<file path="config.mk">
export PLATFORM = sky130hd
export DESIGN_NAME = dchain_dma
export DESIGN_NICKNAME = d
export VERILOG_FILES = /design/src/rtl/dchain_dma.sv
export SDC_FILE = /design/constraint.sdc
export NUM_CORES = 1
export LEC_CHECK = 0
export BUFFER_PORTS_ARGS = -buffer_cell sky130_fd_sc_hd__buf_4
export CORE_ASPECT_RATIO = 0.9
export CORE_UTILIZATION = 35
export DETAILED_ROUTE_END_ITERATION = 10
export SYNTH_ARGS = -nofsm -noshare
export SYNTH_HDL_FRONTEND = slang
export SYNTH_SLANG_ARGS = --single-unit
export TNS_END_PERCENT = 20
</file>
<file path="constraint.sdc">
create_clock -name clk -period 2.95 [get_ports clk]
set_input_delay 0.295 -clock clk [delete_from_list [all_inputs] [get_ports clk]]
set_output_delay 0.295 -clock clk [all_outputs]
set_load 0.05 [all_outputs]
</file>
<file path="src/rtl/dchain_dma.sv">
module dchain_dma #(
  parameter int LEN_W = 29,
  parameter int WORD_BYTES = 4
) (
  input  logic        clk,
  input  logic        rst_n,
  input  logic        reg_we,
  input  logic [1:0]  reg_addr,
  input  logic [31:0] reg_wdata,
  output logic [31:0] reg_rdata,
  output logic        irq,
  output logic        mem_req,
  output logic        mem_we,
  output logic [31:0] mem_addr,
  output logic [31:0] mem_wdata,
  input  logic        mem_ack,
  input  logic [31:0] mem_rdata,
  input  logic        mem_err,
  output logic        dev_out_valid,
  input  logic        dev_out_ready,
  output logic [31:0] dev_out_data,
  input  logic        dev_in_valid,
  output logic        dev_in_ready,
  input  logic [31:0] dev_in_data,
  input  logic        dev_irq,
  input  logic        link_irq
);

  localparam logic [LEN_W-1:0] STEP = LEN_W'(WORD_BYTES);
  localparam logic [11:0] STAT_MASK = 12'h836;
  localparam logic [11:0] IEN_MASK  = 12'h837;

  typedef enum logic [2:0] {
    S_IDLE, S_FA, S_FL, S_MRD, S_DOUT, S_DIN, S_MWR
  } state_t;

  state_t state;
  logic c_dir, c_dese, c_rst, c_fmt, c_mode;
  logic [31:0] base, ptr, daddr, dbuf;
  logic [LEN_W-1:0] rem;
  logic last;
  logic [11:0] stat, ien;

  logic act, wr_ctl, wr_stat, wr_ien, wr_base;
  logic go, abort, rst_hit;
  logic acc_ok, acc_bad, word_done, desc_end;
  logic [LEN_W-1:0] len_in;
  logic [11:0] st_set, st_clr, st_full;

  assign act     = (state != S_IDLE);
  assign wr_ctl  = reg_we && (reg_addr == 2'd0);
  assign wr_stat = reg_we && (reg_addr == 2'd1);
  assign wr_ien  = reg_we && (reg_addr == 2'd2);
  assign wr_base = reg_we && (reg_addr == 2'd3);

  assign go      = wr_ctl && reg_wdata[0] && !reg_wdata[1] && reg_wdata[3]
                   && !reg_wdata[7] && !act;
  assign abort   = wr_ctl && reg_wdata[1] && !reg_wdata[0] && act;
  assign rst_hit = c_rst || (wr_ctl && reg_wdata[7]);

  assign mem_req = (state == S_FA) || (state == S_FL) ||
                   (state == S_MRD) || (state == S_MWR);
  assign mem_we  = (state == S_MWR);
  assign mem_wdata = dbuf;
  always_comb begin
    case (state)
      S_FA:    mem_addr = ptr;
      S_FL:    mem_addr = ptr + 32'd4;
      default: mem_addr = daddr;
    endcase
  end

  assign dev_out_valid = (state == S_DOUT);
  assign dev_out_data  = dbuf;
  assign dev_in_ready  = (state == S_DIN);

  assign acc_ok    = mem_req && mem_ack && !mem_err;
  assign acc_bad   = mem_req && mem_ack && mem_err;
  assign len_in    = mem_rdata[LEN_W-1:0];
  assign word_done = ((state == S_DOUT) && dev_out_ready) ||
                     ((state == S_MWR) && acc_ok);
  assign desc_end  = (word_done && (rem <= STEP)) ||
                     ((state == S_FL) && acc_ok && (len_in == '0));

  always_comb begin
    st_set     = '0;
    st_set[1]  = desc_end && last && !abort;
    st_set[2]  = acc_bad && !abort;
    st_set[4]  = dev_irq;
    st_set[5]  = abort;
    st_set[11] = link_irq;
    st_clr     = wr_stat ? reg_wdata[11:0] : '0;
    st_full    = stat;
    st_full[0] = act;
  end

  assign irq = |(st_full & ien);

  always_comb begin
    reg_rdata = '0;
    case (reg_addr)
      2'd0: begin
        reg_rdata[0]  = act;
        reg_rdata[2]  = c_dir;
        reg_rdata[3]  = c_dese;
        reg_rdata[7]  = c_rst;
        reg_rdata[11] = c_fmt;
        reg_rdata[16] = c_mode;
      end
      2'd1: reg_rdata[11:0] = st_full;
      2'd2: reg_rdata[11:0] = ien;
      default: reg_rdata = base;
    endcase
  end

  always_ff @(posedge clk) begin
    if (!rst_n) begin
      state  <= S_IDLE;
      c_dir  <= 1'b0;
      c_dese <= 1'b0;
      c_rst  <= 1'b0;
      c_fmt  <= 1'b0;
      c_mode <= 1'b0;
      base   <= '0;
      ptr    <= '0;
      daddr  <= '0;
      dbuf   <= '0;
      rem    <= '0;
      last   <= 1'b0;
      stat   <= '0;
      ien    <= '0;
    end else begin
      if (wr_ctl) begin
        c_dir  <= reg_wdata[2];
        c_dese <= reg_wdata[3];
        c_rst  <= reg_wdata[7];
        c_fmt  <= reg_wdata[11];
        c_mode <= reg_wdata[16];
      end
      if (wr_ien)  ien  <= reg_wdata[11:0] & IEN_MASK;
      if (wr_base) base <= reg_wdata;

      if (rst_hit) stat <= '0;
      else         stat <= ((stat & ~st_clr) | st_set) & STAT_MASK;

      if (rst_hit || abort) begin
        state <= S_IDLE;
      end else begin
        case (state)
          S_IDLE: if (go) begin
            ptr   <= base;
            state <= S_FA;
          end
          S_FA: if (acc_bad) state <= S_IDLE;
          else if (acc_ok) begin
            daddr <= {mem_rdata[31:1], 1'b0};
            last  <= mem_rdata[0];
            state <= S_FL;
          end
          S_FL: if (acc_bad) state <= S_IDLE;
          else if (acc_ok) begin
            rem <= len_in;
            if (len_in == '0) begin
              ptr   <= ptr + 32'd8;
              state <= last ? S_IDLE : S_FA;
            end else begin
              state <= c_dir ? S_DIN : S_MRD;
            end
          end
          S_MRD: if (acc_bad) state <= S_IDLE;
          else if (acc_ok) begin
            dbuf  <= mem_rdata;
            state <= S_DOUT;
          end
          S_DIN: if (dev_in_valid) begin
            dbuf  <= dev_in_data;
            state <= S_MWR;
          end
          S_DOUT, S_MWR: begin
            if (acc_bad) state <= S_IDLE;
            else if (word_done) begin
              daddr <= daddr + 32'(WORD_BYTES);
              if (rem <= STEP) begin
                rem   <= '0;
                ptr   <= ptr + 32'd8;
                state <= last ? S_IDLE : S_FA;
              end else begin
                rem   <= rem - STEP;
                state <= c_dir ? S_DIN : S_MRD;
              end
            end
          end
          default: state <= S_IDLE;
        endcase
      end
    end
  end

  a_r2_req_held: assert property (@(posedge clk) disable iff (!rst_n)
    (mem_req && !mem_ack && !abort && !rst_hit) |=> (mem_req && $stable(mem_addr)));

  a_r8_stop_ends: assert property (@(posedge clk) disable iff (!rst_n)
    abort |=> (!act && stat[5]));

  a_r9_err_ends: assert property (@(posedge clk) disable iff (!rst_n)
    (mem_req && mem_ack && mem_err) |=> !act);

  a_r6_nend_idle: assert property (@(posedge clk) disable iff (!rst_n)
    $rose(stat[1]) |-> !act);

  a_r12_blk_reset: assert property (@(posedge clk) disable iff (!rst_n)
    (wr_ctl && reg_wdata[7]) |=> (!act && !mem_req && stat == 12'h000));

endmodule

</file>
==> flow_summary.json <==
{
  "syn_area_mm2": 0.0108,
  "worstPathCellList": "ha_2 -> and4_4 -> nand4_1 -> buf_4 -> or4_1 -> nor3_1 -> a21oi_1 -> nand2_1 -> buf_6",
  "clkTransAtPathRegs_ns": 0.08,
  "yosys.area.top_type_share": 0.325,
  "cp_top_family": "simple AND/OR/NAND/NOR gates",
  "initial_utilization": 0.359,
  "hold_class": "primary input to flip-flop",
  "drive_gt1_frac": 0.229,
  "grt_max_degree": 79,
  "postSynth.asyncResetShare": 0,
  "power_switching_mw": 1.41,
  "htreeDepth": 4,
  "netlist_instances": 1513,
  "dr_total_vias": 12200,
  "gr-total-overflow": 0,
  "leakagePower_nw": 5.42,
  "dr.pass1.iters": 5,
  "cts_tree": "yes",
  "cts.sinks": 176,
  "synth_area_per_cell_um2": 7.16,
  "max_freq_mhz": 338,
  "synthAdderAreaFrac": 0.00577,
  "drc_errors": 0,
  "clkLatencyLatePin_ns": 0.44,
  "drtAntennaViolNets": 0,
  "cp-start-kind": "flip-flop",
  "yosysMostFrequentCell": "nand2_1",
  "io_buffers": 239,
  "p_sw_frac": 0.275,
  "die_area_mm2": 0.0317,
  "period_share": 1.00,
  "cts_buffer_depth": 2,
  "synth_edf_count": 0,
  "violations": "negative setup slack",
  "core_mm2": 0.0302,
  "grt_pass1_wl_um": 62000,
  "synth_top_family_by_area": "simple AND/OR/NAND/NOR gates",
  "drv_cap": 0,
  "cp.arrival_ns": 2.66,
  "routed_wl_um": 39000,
  "layout_setup_ws_ns": -0.00523,
  "path_buf_inv": 2,
  "yosysTopAreaCell": "dfxtp_1",
  "cts_made_buffers": 17,
  "rsz0062_at_grt": "yes",
  "synth_nets": 1625,
  "place_hpwl_um": 28600,
  "area_growth_pct": 26.2,
  "yosysSeqAreaShare": 0.325,
  "drtIter0Drc": 1150,
  "fin_crit_ns": 2.96,
  "worstSetupPathType": "flip-flop to output port",
  "seq_power_share": 0.474,
  "synth-compound-area-share": 0.280,
  "place_area_mm2": 0.0130,
  "yosysWarnings": 0,
  "synth-xor-area-share": 0.00242,
  "clock_power_share": 0.442,
  "wl_per_cell_um": 18.6,
  "ys_top_cells_by_area": "dfxtp_1, nand2_1, a21oi_1",
  "max_slew_margin": 0.412,
  "pwr-share-comb": 0.084,
  "placement_rows": 60,
  "synth-main-ff-cell": "dfxtp_1",
  "final_cell_area_mm2": 0.0137,
  "antenna_cells": 0,
  "cts_root_buf": "clkbuf_16",
  "total_power_mw": 5.11,
  "p_int_mw": 3.70,
  "synth_mux_area_frac": 0.0185,
  "grt_pass1_vias": 11400,
  "yosys.area_share.simple": 0.296,
  "irDropWorstVdd_mv": 0.396,
  "synth_cell_type_count": 73,
  "die_h_um": 169,
  "worstPathRequired_ns": 2.65,
  "grt_use_total": 0.240,
  "slew_violations": 0,
  "max_stage_delay_ns": 0.53,
  "io_pins": 240,
  "fin_setup_tns_ns": -0.00523,
  "clock_skew_ns": 0.0133,
  "setup_viol": 1,
  "timing.hold.ws_ns": 0.0634,
  "cp_max_fo": 8,
  "synth_commonest_cells": "nand2_1, dfxtp_1, nor2_1, a21oi_1, clkbuf_1",
  "dp_slack_ns": 0.119,
  "cts_hold_buf": 0,
  "hold_viol": 0,
  "nets": 1790,
  "crit_slowest_cell": "or4_1",
  "synth_seq_cells": 176,
  "critPathCaptureType": "output port",
  "status": "finished with violations",
  "worst_pin_slew_ns": 0.882,
  "power.density_mw_per_mm2": 374,
  "vias_per_cell": 5.83,
  "grt_antenna_before_repair": 0,
  "die_w_um": 187,
  "gp_congestion": 0.918
}
-- power by group through the flow --
stage	combinational [mW]	clock (mW)	sequential, mW
floorplan	0.208	0	2.47
global placement	0.424	0	2.48
detailed placement	0.426	0	2.48
CTS	0.428	2.29	2.42
global route	0.464	2.39	2.43
finish	0.430	2.26	2.42
-- cell type report --
class                   instances  area, um2
inverters                      12       47.5
flip-flops and latches        176       3540
multi-input cells            1165       6620
fillers                      3093      16500
clock inverters                14        146
repair buffers                306       2390
well taps                     403        504
clock buffers                  17        425
-- flip-flops by register name, indices dropped and copies added, names as in the netlist, 3 cells and up --
register,count
ien,6
stat,5
dev_out_data,32
state,3
daddr,31
rem,29
ptr,32
base,32
-- stage by stage --
step / std cells / utilization
final: 2093 / 0.453
after global routing: 2093 / 0.453
after CTS: 2093 / 0.452
after detailed placement: 2060 / 0.431
after global placement: 2060 / 0.431
after floorplan: 1513 / -
-- cells by family after synthesis --
logic type | after synthesis
AND/OR/NAND/NOR | 686
AO/OA/AOI/OAI | 454
flip-flops | 176
buffers and inverters | 172
multiplexers | 17
adder cells (fa/ha/maj) | 5
XOR/XNOR | 3
-- layout by cell type, fill, tap and decap left out, drive strengths merged, types with 17 or more instances in the layout --
cell	synthesis	layout
nor3	33	33
a311oi	37	37
a21oi	123	123
and3	35	35
nor2	138	138
nand3	47	47
buf	41	306
inv	12	19
and2	18	18
dfxtp	176	176
o31ai	30	30
nand2	298	298
a31oi	27	27
o311ai	21	21
nand4	23	23
o21ai	97	97
nor4	24	24
clkbuf	119	17
-- per-layer routing --
layer  wire (um)  track usage  up-vias
met5           0            0        -
met2       18400        0.399      392
met1       17800        0.326     5894
li1            -            -     5864
met4         626       0.0527        0
met3        2170       0.0373       45
-- what timing repair did --
action                                  CTS  global route
endpoints found under the hold margin     0             0
gates resized for setup                  15            18
pin swaps                                 2             1
setup buffers                             2             0
endpoints found under the setup margin   20            29
-- path summary, 6_finish.rpt --
path	startpoint	end	slack [ns]	depth (start not counted)
worst max-delay path	ptr[4]	mem_addr[31]	-0.005	9
worst min-delay path	dev_irq	stat[4]	0.06	3
worst min register to register	c_fmt	c_fmt	0.46	2
worst max register to register	rem[9]	ptr[25]	0.16	7
-- worst reg2reg max path, stage by stage (launching register included) --
cell	delay, ns
dfxtp_1	0.36
or4_4	0.56
or4b_1	0.52
o41ai_2	0.30
o21ai_2	0.17
buf_4	0.25
o311ai_0	0.39
o31ai_1	0.13
No activity file was read; power rests on OpenSTA's default activity.
